File: config.mk
export PLATFORM = sky130hd
export DESIGN_NAME = regbank_addr_mux
export DESIGN_NICKNAME = d
export VERILOG_FILES = /design/src/rtl/regbank_pkg.sv /design/src/rtl/regbank_ptr.sv /design/src/rtl/regbank_resolve.sv /design/src/rtl/regbank_rdmux.sv /design/src/rtl/regbank_addr_mux.sv
export SDC_FILE = /design/constraint.sdc
export NUM_CORES = 1
export LEC_CHECK = 0
export ABC_CLOCK_PERIOD_IN_PS = 2100
export BUFFER_PORTS_ARGS = -buffer_cell sky130_fd_sc_hd__buf_4
export CAP_MARGIN = 20
export CORE_MARGIN = 3
export CORE_UTILIZATION = 25
export CTS_CLUSTER_SIZE = 30
export DETAILED_ROUTE_END_ITERATION = 16
export SLEW_MARGIN = 20
export SYNTH_ARGS = -nofsm -noshare
export SYNTH_HDL_FRONTEND = slang
export SYNTH_SLANG_ARGS = --single-unit
File: constraint.sdc
create_clock -name clk -period 2.1 [get_ports clk]
set_input_delay 0.315 -clock clk [delete_from_list [all_inputs] [get_ports clk]]
set_output_delay 0.315 -clock clk [all_outputs]
set_load 0.03 [all_outputs]
File: src/rtl/regbank_pkg.sv
package regbank_pkg;
   localparam int DATA_W   = 8;
   localparam int OFF_W    = 5;
   localparam logic [OFF_W-1:0] SELF_LOC = 5'h00;
   localparam logic [OFF_W-1:0] PTR_LOC  = 5'h04;

   typedef enum logic [1:0] {
      TGT_RAM  = 2'd0,
      TGT_SELF = 2'd1,
      TGT_PTR  = 2'd2
   } tgt_e;

   function automatic bit is_shared(input logic [OFF_W-1:0] off);
      return (off[OFF_W-1] == 1'b0);
   endfunction
endpackage

File: src/rtl/regbank_ptr.sv
module regbank_ptr
   import regbank_pkg::*;
#(
   parameter int BANK_W = 2
) (
   input  logic                  clk,
   input  logic                  rst_n,
   input  logic                  ld,
   input  logic [OFF_W+BANK_W-1:0] ld_data,
   output logic [DATA_W-1:0]     ptr_q
);
   localparam int IMPL_W  = OFF_W + BANK_W;
   localparam int FILL_W  = DATA_W - IMPL_W;

   logic [IMPL_W-1:0] impl_q;

   always_ff @(posedge clk or negedge rst_n) begin
      if (!rst_n)  impl_q <= '0;
      else if (ld) impl_q <= ld_data;
   end

   generate
      if (FILL_W > 0) begin : g_fill
         assign ptr_q = {{FILL_W{1'b1}}, impl_q};
      end else begin : g_full
         assign ptr_q = impl_q;
      end
   endgenerate

   AST_PTR_HOLD: assert property (@(posedge clk) disable iff (!rst_n)
      !ld |=> $stable(ptr_q)) else $error("pointer moved without load");
   AST_PTR_LOAD: assert property (@(posedge clk) disable iff (!rst_n)
      ld |=> (ptr_q[IMPL_W-1:0] == $past(ld_data))) else $error("pointer load lost");
endmodule

File: src/rtl/regbank_resolve.sv
module regbank_resolve
   import regbank_pkg::*;
#(
   parameter int BANK_W = 2
) (
   input  logic                      clk,
   input  logic                      rst_n,
   input  logic [OFF_W-1:0]          loc_field,
   input  logic                      acc_wr,
   input  logic [OFF_W+BANK_W-1:0]   ptr_impl,
   output logic [OFF_W+BANK_W-1:0]   ram_addr,
   output logic                      ram_we,
   output logic                      ptr_ld,
   output tgt_e                      target
);
   logic             indirect;
   logic [OFF_W-1:0] off;
   logic [BANK_W-1:0] bank;

   always_comb begin
      indirect = (loc_field == SELF_LOC);
      off      = indirect ? ptr_impl[OFF_W-1:0] : loc_field;
      bank     = is_shared(off) ? '0 : ptr_impl[OFF_W +: BANK_W];
      ram_addr = {bank, off};
      if (off == SELF_LOC)     target = TGT_SELF;
      else if (off == PTR_LOC) target = TGT_PTR;
      else                     target = TGT_RAM;
      ram_we = acc_wr && (target == TGT_RAM);
      ptr_ld = acc_wr && (target == TGT_PTR);
   end

   AST_WE_NOT_SELF: assert property (@(posedge clk) disable iff (!rst_n)
      (loc_field == SELF_LOC && ptr_impl[OFF_W-1:0] == SELF_LOC) |-> !ram_we) else $error("self write reached RAM");
   AST_ALIAS_BANK0: assert property (@(posedge clk) disable iff (!rst_n)
      (loc_field[OFF_W-1] == 1'b0 && loc_field != SELF_LOC) |-> (ram_addr[OFF_W +: BANK_W] == '0)) else $error("shared location left bank 0");
endmodule

File: src/rtl/regbank_rdmux.sv
module regbank_rdmux
   import regbank_pkg::*;
(
   input  tgt_e              target,
   input  logic [DATA_W-1:0] ptr_q,
   input  logic [DATA_W-1:0] ram_rdata,
   output logic [DATA_W-1:0] rd_data
);
   always_comb begin
      unique case (target)
         TGT_SELF: rd_data = '0;
         TGT_PTR:  rd_data = ptr_q;
         default:  rd_data = ram_rdata;
      endcase
   end
endmodule

File: src/rtl/regbank_addr_mux.sv
module regbank_addr_mux
   import regbank_pkg::*;
#(
   parameter int NUM_BANKS = 4,
   localparam int BANK_W   = $clog2(NUM_BANKS),
   localparam int PHYS_W   = OFF_W + BANK_W
) (
   input  logic              clk,
   input  logic              rst_n,
   input  logic [4:0]        loc_field,
   input  logic              acc_wr,
   input  logic [7:0]        wr_data,
   input  logic [7:0]        ram_rdata,
   output logic [PHYS_W-1:0] ram_addr,
   output logic              ram_we,
   output logic [7:0]        rd_data,
   output logic [7:0]        ptr_value
);
   generate
      if (NUM_BANKS != 2 && NUM_BANKS != 4) begin : g_bad_cfg
         $error("NUM_BANKS must be 2 or 4");
      end
   endgenerate

   logic ptr_ld;
   tgt_e target;

   regbank_ptr #(.BANK_W(BANK_W)) u_ptr (
      .clk     (clk),
      .rst_n   (rst_n),
      .ld      (ptr_ld),
      .ld_data (wr_data[PHYS_W-1:0]),
      .ptr_q   (ptr_value)
   );

   regbank_resolve #(.BANK_W(BANK_W)) u_resolve (
      .clk       (clk),
      .rst_n     (rst_n),
      .loc_field (loc_field),
      .acc_wr    (acc_wr),
      .ptr_impl  (ptr_value[PHYS_W-1:0]),
      .ram_addr  (ram_addr),
      .ram_we    (ram_we),
      .ptr_ld    (ptr_ld),
      .target    (target)
   );

   regbank_rdmux u_rdmux (
      .target    (target),
      .ptr_q     (ptr_value),
      .ram_rdata (ram_rdata),
      .rd_data   (rd_data)
   );

   AST_SELF_READ_ZERO: assert property (@(posedge clk) disable iff (!rst_n)
      (loc_field == 5'h00 && ptr_value[4:0] == 5'h00) |-> (rd_data == 8'h00)) else $error("self read not zero");
   AST_UNIMPL_SET: assert property (@(posedge clk) disable iff (!rst_n)
      $countones(ptr_value[7:PHYS_W]) == (8 - PHYS_W)) else $error("unimplemented pointer bit low");
endmodule

Word-level counts from Yosys, hierarchy flattened
Index checks and enable logic that the tools add are counted.
W data, S select, Z words.
{"block": "totals", "ff_bits": 7, "input_bits": 24, "out_inout_bits": 24, "wordCells": 14}
{"block": "op_classes", "n_eq_ne": 3, "muxes": 5, "n_reduce_logical": 5}
{"op": "$pmux W8 S2", "count": 1}
{"op": "$logic_not A5 Y1", "count": 2}
{"op": "$mux W2", "count": 3}
{"op": "$eq A5 B3 Y1 const B", "count": 1}
{"op": "$mux W5", "count": 1}
{"op": "$eq A2 B1 Y1 const B", "count": 1}
{"op": "$eq A2 B2 Y1 const B", "count": 1}
{"op": "$logic_and A1 B1 Y1", "count": 2}
{"op": "$logic_not A2 Y1", "count": 1}

Logic depth before layout (Yosys ltp)
Gate-level depths: netlist of the first run.
{"block": "logic_depth", "word_depth": 7, "ltp_mapped": 5, "mapped_depth_nobuf": 4}

By module
From an unflattened synthesis of the first run, not the netlist that was laid out.
{"block": "hier_totals", "hier_cells": 60, "area_unflattened_um2": 588.1}
{"mod": "regbank_ptr", "n_inst": 1, "cells_per_inst": 17, "area_per_inst_um2": 302.8, "seq_area_each_um2": 175.2}
{"mod": "regbank_resolve", "n_inst": 1, "cells_per_inst": 28, "area_per_inst_um2": 158.9, "seq_area_each_um2": 0.0}
{"mod": "regbank_rdmux", "n_inst": 1, "cells_per_inst": 15, "area_per_inst_um2": 126.4, "seq_area_each_um2": 0.0}

Least setup slack after synthesis of the first run
Ideal clock, no wire load.
{"block": "synth_timing", "path_type": "input-to-output", "start": "input port loc_field[0]", "end": "output port rd_data[0]", "arrival_time_ns": 1.595, "required_ns": 1.785, "setup_slack_ns": 0.190, "stages": 5, "path_buffers": 1, "path_cell_list": "nor4_4 -> a21o_1 -> nor2b_2 -> buf_6 -> a22o_1"}
{"block": "synth_via", "elab_chain_cells": 7, "word_cells_on_any_way": 9, "cone_classes": "eq/ne (3); mux (4); reduce/logical (2)"}
{"item": "start: declaration", "line": "regbank_addr_mux.sv:10", "source": "input logic [4:0] loc_field,"}
{"item": "$logic_not A5 Y1 *", "line": "regbank_resolve.sv:21", "source": "indirect = (loc_field == SELF_LOC);"}
{"item": "$mux W5 *", "line": "regbank_resolve.sv:22", "source": "off = indirect ? ptr_impl[OFF_W-1:0] : loc_field;"}
{"item": "net ram_addr[2]", "line": "regbank_addr_mux.sv:14", "source": "output logic [PHYS_W-1:0] ram_addr,"}
{"item": "$eq A5 B3 Y1", "line": "regbank_resolve.sv:26", "source": "else if (off == PTR_LOC) target = TGT_PTR;"}
{"item": "$mux W2", "line": "regbank_resolve.sv:26"}
{"item": "$mux W2 *", "line": "regbank_resolve.sv:25", "source": "if (off == SELF_LOC) target = TGT_SELF;"}
{"item": "$eq A2 B2 Y1 or $eq A2 B1 Y1 (tied branches)", "line": "regbank_rdmux.sv:10", "source": "unique case (target)"}
{"item": "$pmux W8 S2 *", "line": "regbank_rdmux.sv:10"}
{"item": "end: declaration", "line": "regbank_addr_mux.sv:16", "source": "output logic [7:0] rd_data,"}
Mark *: on every way through the listed nets, which the timed path passes. The rest lies on a longest branch.

Final worst setup path of the first run
{"block": "layout_timing", "start": "input port loc_field[2]", "end": "output port rd_data[0]"}
{"block": "layout_via", "elab_chain_cells": 7, "word_cells_on_any_way": 9, "cone_classes": "eq/ne (3); mux (4); reduce/logical (2)"}
{"item": "$logic_not A5 Y1", "line": "regbank_resolve.sv:21"}
{"item": "$mux W5 *", "line": "regbank_resolve.sv:22"}
{"item": "$eq A5 B3 Y1", "line": "regbank_resolve.sv:26"}
{"item": "$mux W2", "line": "regbank_resolve.sv:26"}
{"item": "$mux W2 *", "line": "regbank_resolve.sv:25"}
{"item": "$eq A2 B2 Y1 or $eq A2 B1 Y1 (tied branches)", "line": "regbank_rdmux.sv:10"}
{"item": "$pmux W8 S2 *", "line": "regbank_rdmux.sv:10"}
Every way passes the cells marked *; elsewhere a longest branch is shown, timed or not.

==> results.md, run 1 <==
* Row count at 16
* Slew Limit Fails at 0
* Biggest regs: u_ptr.impl_q: 7 flops
* P per Cell Area at 689 mW/mm^2
* Initial Utilization at 0.280
* Vias in the first global route at 584
* Ports at 48
* Yosys cell types at 25
* Layout cells sized above 1 at 0.683
* Comb pwr share at 0.504
* DRC at 0
* Final setup margin at 0.0679 ns
* Fin util at 0.483
* Maximum vdd ir drop at 0.000431 V
* Max incr delay on CP at 0.37 ns
* Net Sw Power at 290 uW
* Switching Share at 0.418
* TritonCTS clock tree: yes
* Crit-path slowest cell: or3_4
* Critical path, cell by cell: buf_4, or3_4, o221ai_4, nor2b_4, a22o_1, buf_6
* Hold Path Class: in -> reg
* Synth Area per Inst at 11.4 um^2
* Die ar. at 0.00295 mm^2
* Max clock buf depth at 2
* CTS Buf Count at 3
* Register share of total power at 0.314
* Netlist Area Pre-Place at 583 um^2
* TritonRoute pass-1 iters at 1
* Buffers and inverters on the worst path at 2
* WP data required at 1.78 ns
* Clock slew at reported path FFs at 0.05 ns
* Period utilization at 0.968
* Final setup viols at 0
* Clock power share at 0.182
* # port buffers at 45
* Antenna violations before repair at 0
* Synthesized instance count at 51
* Grt ovf at 0
* CP arrival at 1.72 ns
* P&R area growth vs syn at 72.5%
* Aggregate routed wire length at 1800 um
* Vias at 598
* Sum Neg Setup Slack at 0 ns
* Fin nets at 126
* RD Place Congestion at 0.739
* Core area at 0.00208 mm^2
* Clk_skew at 0.00305 ns
* Setup slack at placement at 0.0111 ns
* Delay-heaviest family, CP: compound AO/OA/AOI/OAI gates
* Startpoint types: input port
* Final Hold Fails at 0
* DRT iter0 DRCs at 0
* Detail Route Antenna Nets at 0
* Cell Int Power at 404 uW
* Status: completed
* Top reg by flops: u_ptr.impl_q
* Final min period at 2.03 ns
* Seq/Total Area, Yosys at 0.300
* Vias per inst at 4.67
* Global-route wire length before repair at 2770 um
* Final HPWL DP at 1450 um
* Clk root buf: clkbuf_4
* Max Clk Rate at 0.492 GHz
* Chip Width at 54.3 um
* Hold Slack at 0.286 ns
* Wire length per cell at 14.1 um
* Final antenna diode count at 0
* Kind of critical path: in -> out
* Clk sinks at 7
* DIE HEIGHT at 54.3 um
* Largest net degree at the start of global routing at 9
* Gr usage total at 0.134
* P_leak at 0.516 nW
* Max-cap violations at 0
* Max reg flops at 7
* Yosys reg bits at 7
* Skew-Pair Late Insertion Delay at 0.26 ns
* Syn nets at 75
* Ys Warns at 0
* Critical Path Sink Type: primary output
* Post-CTS Repair Setup Buffers at 0
* CTS H-tree lvls at 1
* CP Max Fanout at 8
==> layer usage <==
layer | GRT usage | vias to the layer above | wire [um]
met4 | 0.0373 | 0 | 0
met2 | 0.199 | 30 | 841
li1 | - | 293 | -
met1 | 0.176 | 275 | 800
met3 | 0.0572 | 0 | 161
met5 | 0 | - | 0
==> metrics by stage <==
stage                     instance area, um^2  power [mW]  instances
after floorplan                           583       0.416         51
after global placement                    947       0.558        123
after detailed placement                  947       0.560        123
after CTS                                 988       0.692        128
after global routing                     1010       0.732        128
final                                    1010       0.693        128
==> timing repair <==
item,4_1_cts,5_1_grt
pin swaps,0,3
endpoints found under the hold margin,7,0
endpoints found under the setup margin,7,6
gates resized for setup,1,6
hold buffers,1,0
==> layout make-up <==
cell class                      count  area (um^2)
Sequential cell                     7          176
Tap cell                           27         33.8
Clock buffer                        4         26.3
Multi-Input combinational cell     38          377
Inverter                            3         11.3
Fill cell                         214         1080
Timing Repair Buffer               49          382
==> Yosys cell counts <==
library cell,n,area [um^2]
a31oi_1,1,6.26
inv_1,3,11.3
o21ai_1,1,5.00
mux2_4,7,105
or2_2,1,6.26
and2_1,1,6.26
a41o_1,1,10.0
nor2b_1,2,12.5
a22o_1,6,52.6
a31o_2,2,17.5
conb_1,1,3.75
nor2_1,4,15.0
nor3b_1,1,7.51
nor2_8,1,20.0
nor4_1,1,6.26
dfrtp_1,7,175
buf_6,2,22.5
nor4_4,1,21.3
nor3_1,1,5.00
buf_4,1,7.51
nor2b_2,1,8.76
a21o_1,2,15.0
o221ai_4,1,26.3
or3_4,1,11.3
a21oi_1,1,5.00
==> power groups by stage <==
stage	combinational, mW	clock (mW)	sequential [mW]
after floorplan	0.149	0	0.267
after global placement	0.344	0	0.214
after detailed placement	0.346	0	0.215
after CTS	0.348	0.130	0.213
after global routing	0.368	0.140	0.225
final	0.349	0.126	0.218
==> kinds of logic after synthesis <==
logic type	synth area share
and+or+nand+nor	0.206
buffers and inverters	0.0708
DFF	0.300
muxes	0.180
AOI/OAI and AO/OA	0.236
other	0.00643
==> final timing paths <==
check / from / to / slack, ns / cells after the start
min reg2reg: u_ptr.impl_q[6] / u_ptr.impl_q[6] / 0.57 / 1
max: loc_field[2] / rd_data[0] / 0.07 / 6
max in group asynchronous: rst_n / u_ptr.impl_q[0] / 1.56 / 2
min in group asynchronous: rst_n / u_ptr.impl_q[4] / 0.40 / 2
max reg2reg: u_ptr.impl_q[0] / u_ptr.impl_q[0] / 0.60 / 4
min: wr_data[6] / u_ptr.impl_q[6] / 0.29 / 2
==> placed cells by master, fill, tap and decap left out <==
cell	n
nor2_8	1
buf_6	3
buf_4	45
nor3_1	1
nor2b_1	2
o21ai_1	1
or3_4	1
dfrtp_2	1
nor2b_4	1
a31oi_1	1
clkbuf_4	3
nor4_1	1
inv_1	3
mux2_4	7
dfrtp_1	6
clkbuf_1	1
a21o_1	2
and2_1	1
nor3b_1	1
dlygate4sd3_1	1
a21oi_1	1
a41o_1	1
conb_1	1
o221ai_4	1
a31o_2	2
or2_2	1
a22o_1	6
nor2_1	2
nor4_4	1
nor2_2	2
No activity file was read; power rests on OpenSTA's default activity.
==> inputs of run 2 (changes only) <==
Settings changed: CORE_UTILIZATION 25 to 37, PLACE_DENSITY set to 0.77.
==> results.md, run 2 (same netlist as run 1, synthesis figures left out) <==
* Final instance area at 971 um^2
* Wire length per cell at 16.2 um
* Global-route wire length before repair at 2850 um
* CP arrival at 1.69 ns
* Antenna violations before repair at 0
* Final antenna diode count at 0
* Die ar. at 0.00209 mm^2
* Final min period at 2.00 ns
* Kind of critical path: reg -> out
* Clock slew at reported path FFs at 0.06 ns
* Core area at 0.00138 mm^2
* Post-CTS Repair Setup Buffers at 0
* WP data required at 1.78 ns
* P_leak at 0.507 nW
* Grt ovf at 0
* P per Cell Area at 716 mW/mm^2
* Biggest regs: u_ptr.impl_q: 7 flops
* Fin util at 0.702
* TritonCTS clock tree: yes
* Max incr delay on CP at 0.44 ns
* RSZ-0062 raised after global routing: no
* Clk sinks at 7
* Max-cap violations at 0
* Initial Utilization at 0.422
* Buffers and inverters on the worst path at 2
* Detail Route Antenna Nets at 0
* Max reg flops at 7
* Hold Slack at 0.288 ns
* Final HPWL DP at 1490 um
* Vias per inst at 5.41
* Critical Path Sink Type: primary output
* Most frequent CP cell: buf_4
* Delay-heaviest family, CP: flip-flops
* Ports at 48
* Fillers at 109
* Row count at 13
* Gr usage total at 0.196
* Register area at 175 um^2
* Fin nets at 125
* Final Hold Fails at 0
* Largest net degree at the start of global routing at 9
* Placed cell area at 925 um^2
* CTS Buf Count at 3
* Most common cell after layout, fill and taps aside: buf_4
* Startpoint types: flip-flop
* P&R area growth vs syn at 66.5%
* RD Place Congestion at 0.702
* CP Max Fanout at 7
* Sum Neg Setup Slack at 0 ns
* Chip Width at 45.7 um
* Crit-path slowest cell: dfrtp_1
* Max clock buf depth at 2
* CTS H-tree lvls at 1
* Final setup viols at 0
* Clk root buf: clkbuf_4
* Vias in the first global route at 578
* Fin cells at 115
* Status: completed
* Period utilization at 0.954
* TritonRoute pass-1 iters at 4
* Hold Path Class: in -> reg
* Critical path, cell by cell: nor2_2, o221ai_4, buf_4, a22o_1, buf_4
* Post-Place Cells at 110
* DRT iter0 DRCs at 22
* Clk_skew at 0.00381 ns
* # port buffers at 45
* Aggregate routed wire length at 1860 um
* Layout cells sized above 1 at 0.670
* Top reg by flops: u_ptr.impl_q
* Vias at 622
* Slew Limit Fails at 0
* Skew-Pair Late Insertion Delay at 0.26 ns
* DIE HEIGHT at 45.7 um
* Maximum vdd ir drop at 0.000493 V
* DRC at 0
* Area of the multi-input gates at 377 um^2
* Max Clk Rate at 0.499 GHz
* Commonest non-fill, non-tap cells in the layout: buf_4, mux2_4, dfrtp_1
==> run 2: area by class of cell <==
cell class,count,area share
clock buffer,4,0.0271
multi-input combinational,38,0.388
inverter,3,0.0116
tap,15,0.0193
timing repair buffer,48,0.374
sequential,7,0.180
==> run 2: worst paths after layout <==
kind / from / to / slack [ns] / cells past startpoint
min in group asynchronous: rst_n / u_ptr.impl_q[1] / 0.43 / 2
hold / removal: wr_data[0] / u_ptr.impl_q[0] / 0.29 / 2
max in group asynchronous: rst_n / u_ptr.impl_q[6] / 1.54 / 2
setup reg to reg: u_ptr.impl_q[1] / u_ptr.impl_q[5] / 0.43 / 5
hold reg to reg: u_ptr.impl_q[6] / u_ptr.impl_q[6] / 0.58 / 1
setup / recovery: u_ptr.impl_q[1] / rd_data[1] / 0.1 / 5
==> run 2: stage by stage <==
stage / worst slack [ns] / total power [mW]
floorplan: 0.190 / 0.416
global placement: 0.0904 / 0.553
detailed placement: 0.0423 / 0.563
CTS: 0.0377 / 0.693
global route: 0.0153 / 0.730
finish: 0.0974 / 0.695
==> run 2: what timing repair did <==
action,CTS,global route
gates resized for setup,1,2
hold buffers,1,0
hold endpoints to repair,7,0
setup endpoints to repair,6,6
==> run 2: power breakdown <==
group,switching (mW),internal (mW),total [mW]
sequential,0.0490,0.167,0.216
combinational,0.191,0.160,0.351
clock,0.0551,0.0729,0.128
total,0.295,0.400,0.695
==> run 2: metal layers <==
metal / up-vias / GRT usage / routed length [um]
met4: 0 / 0.0682 / 22
met3: 2 / 0.0514 / 168
li1: 289 / - / -
met1: 294 / 0.219 / 658
met5: - / 0 / 0
met2: 37 / 0.354 / 1010
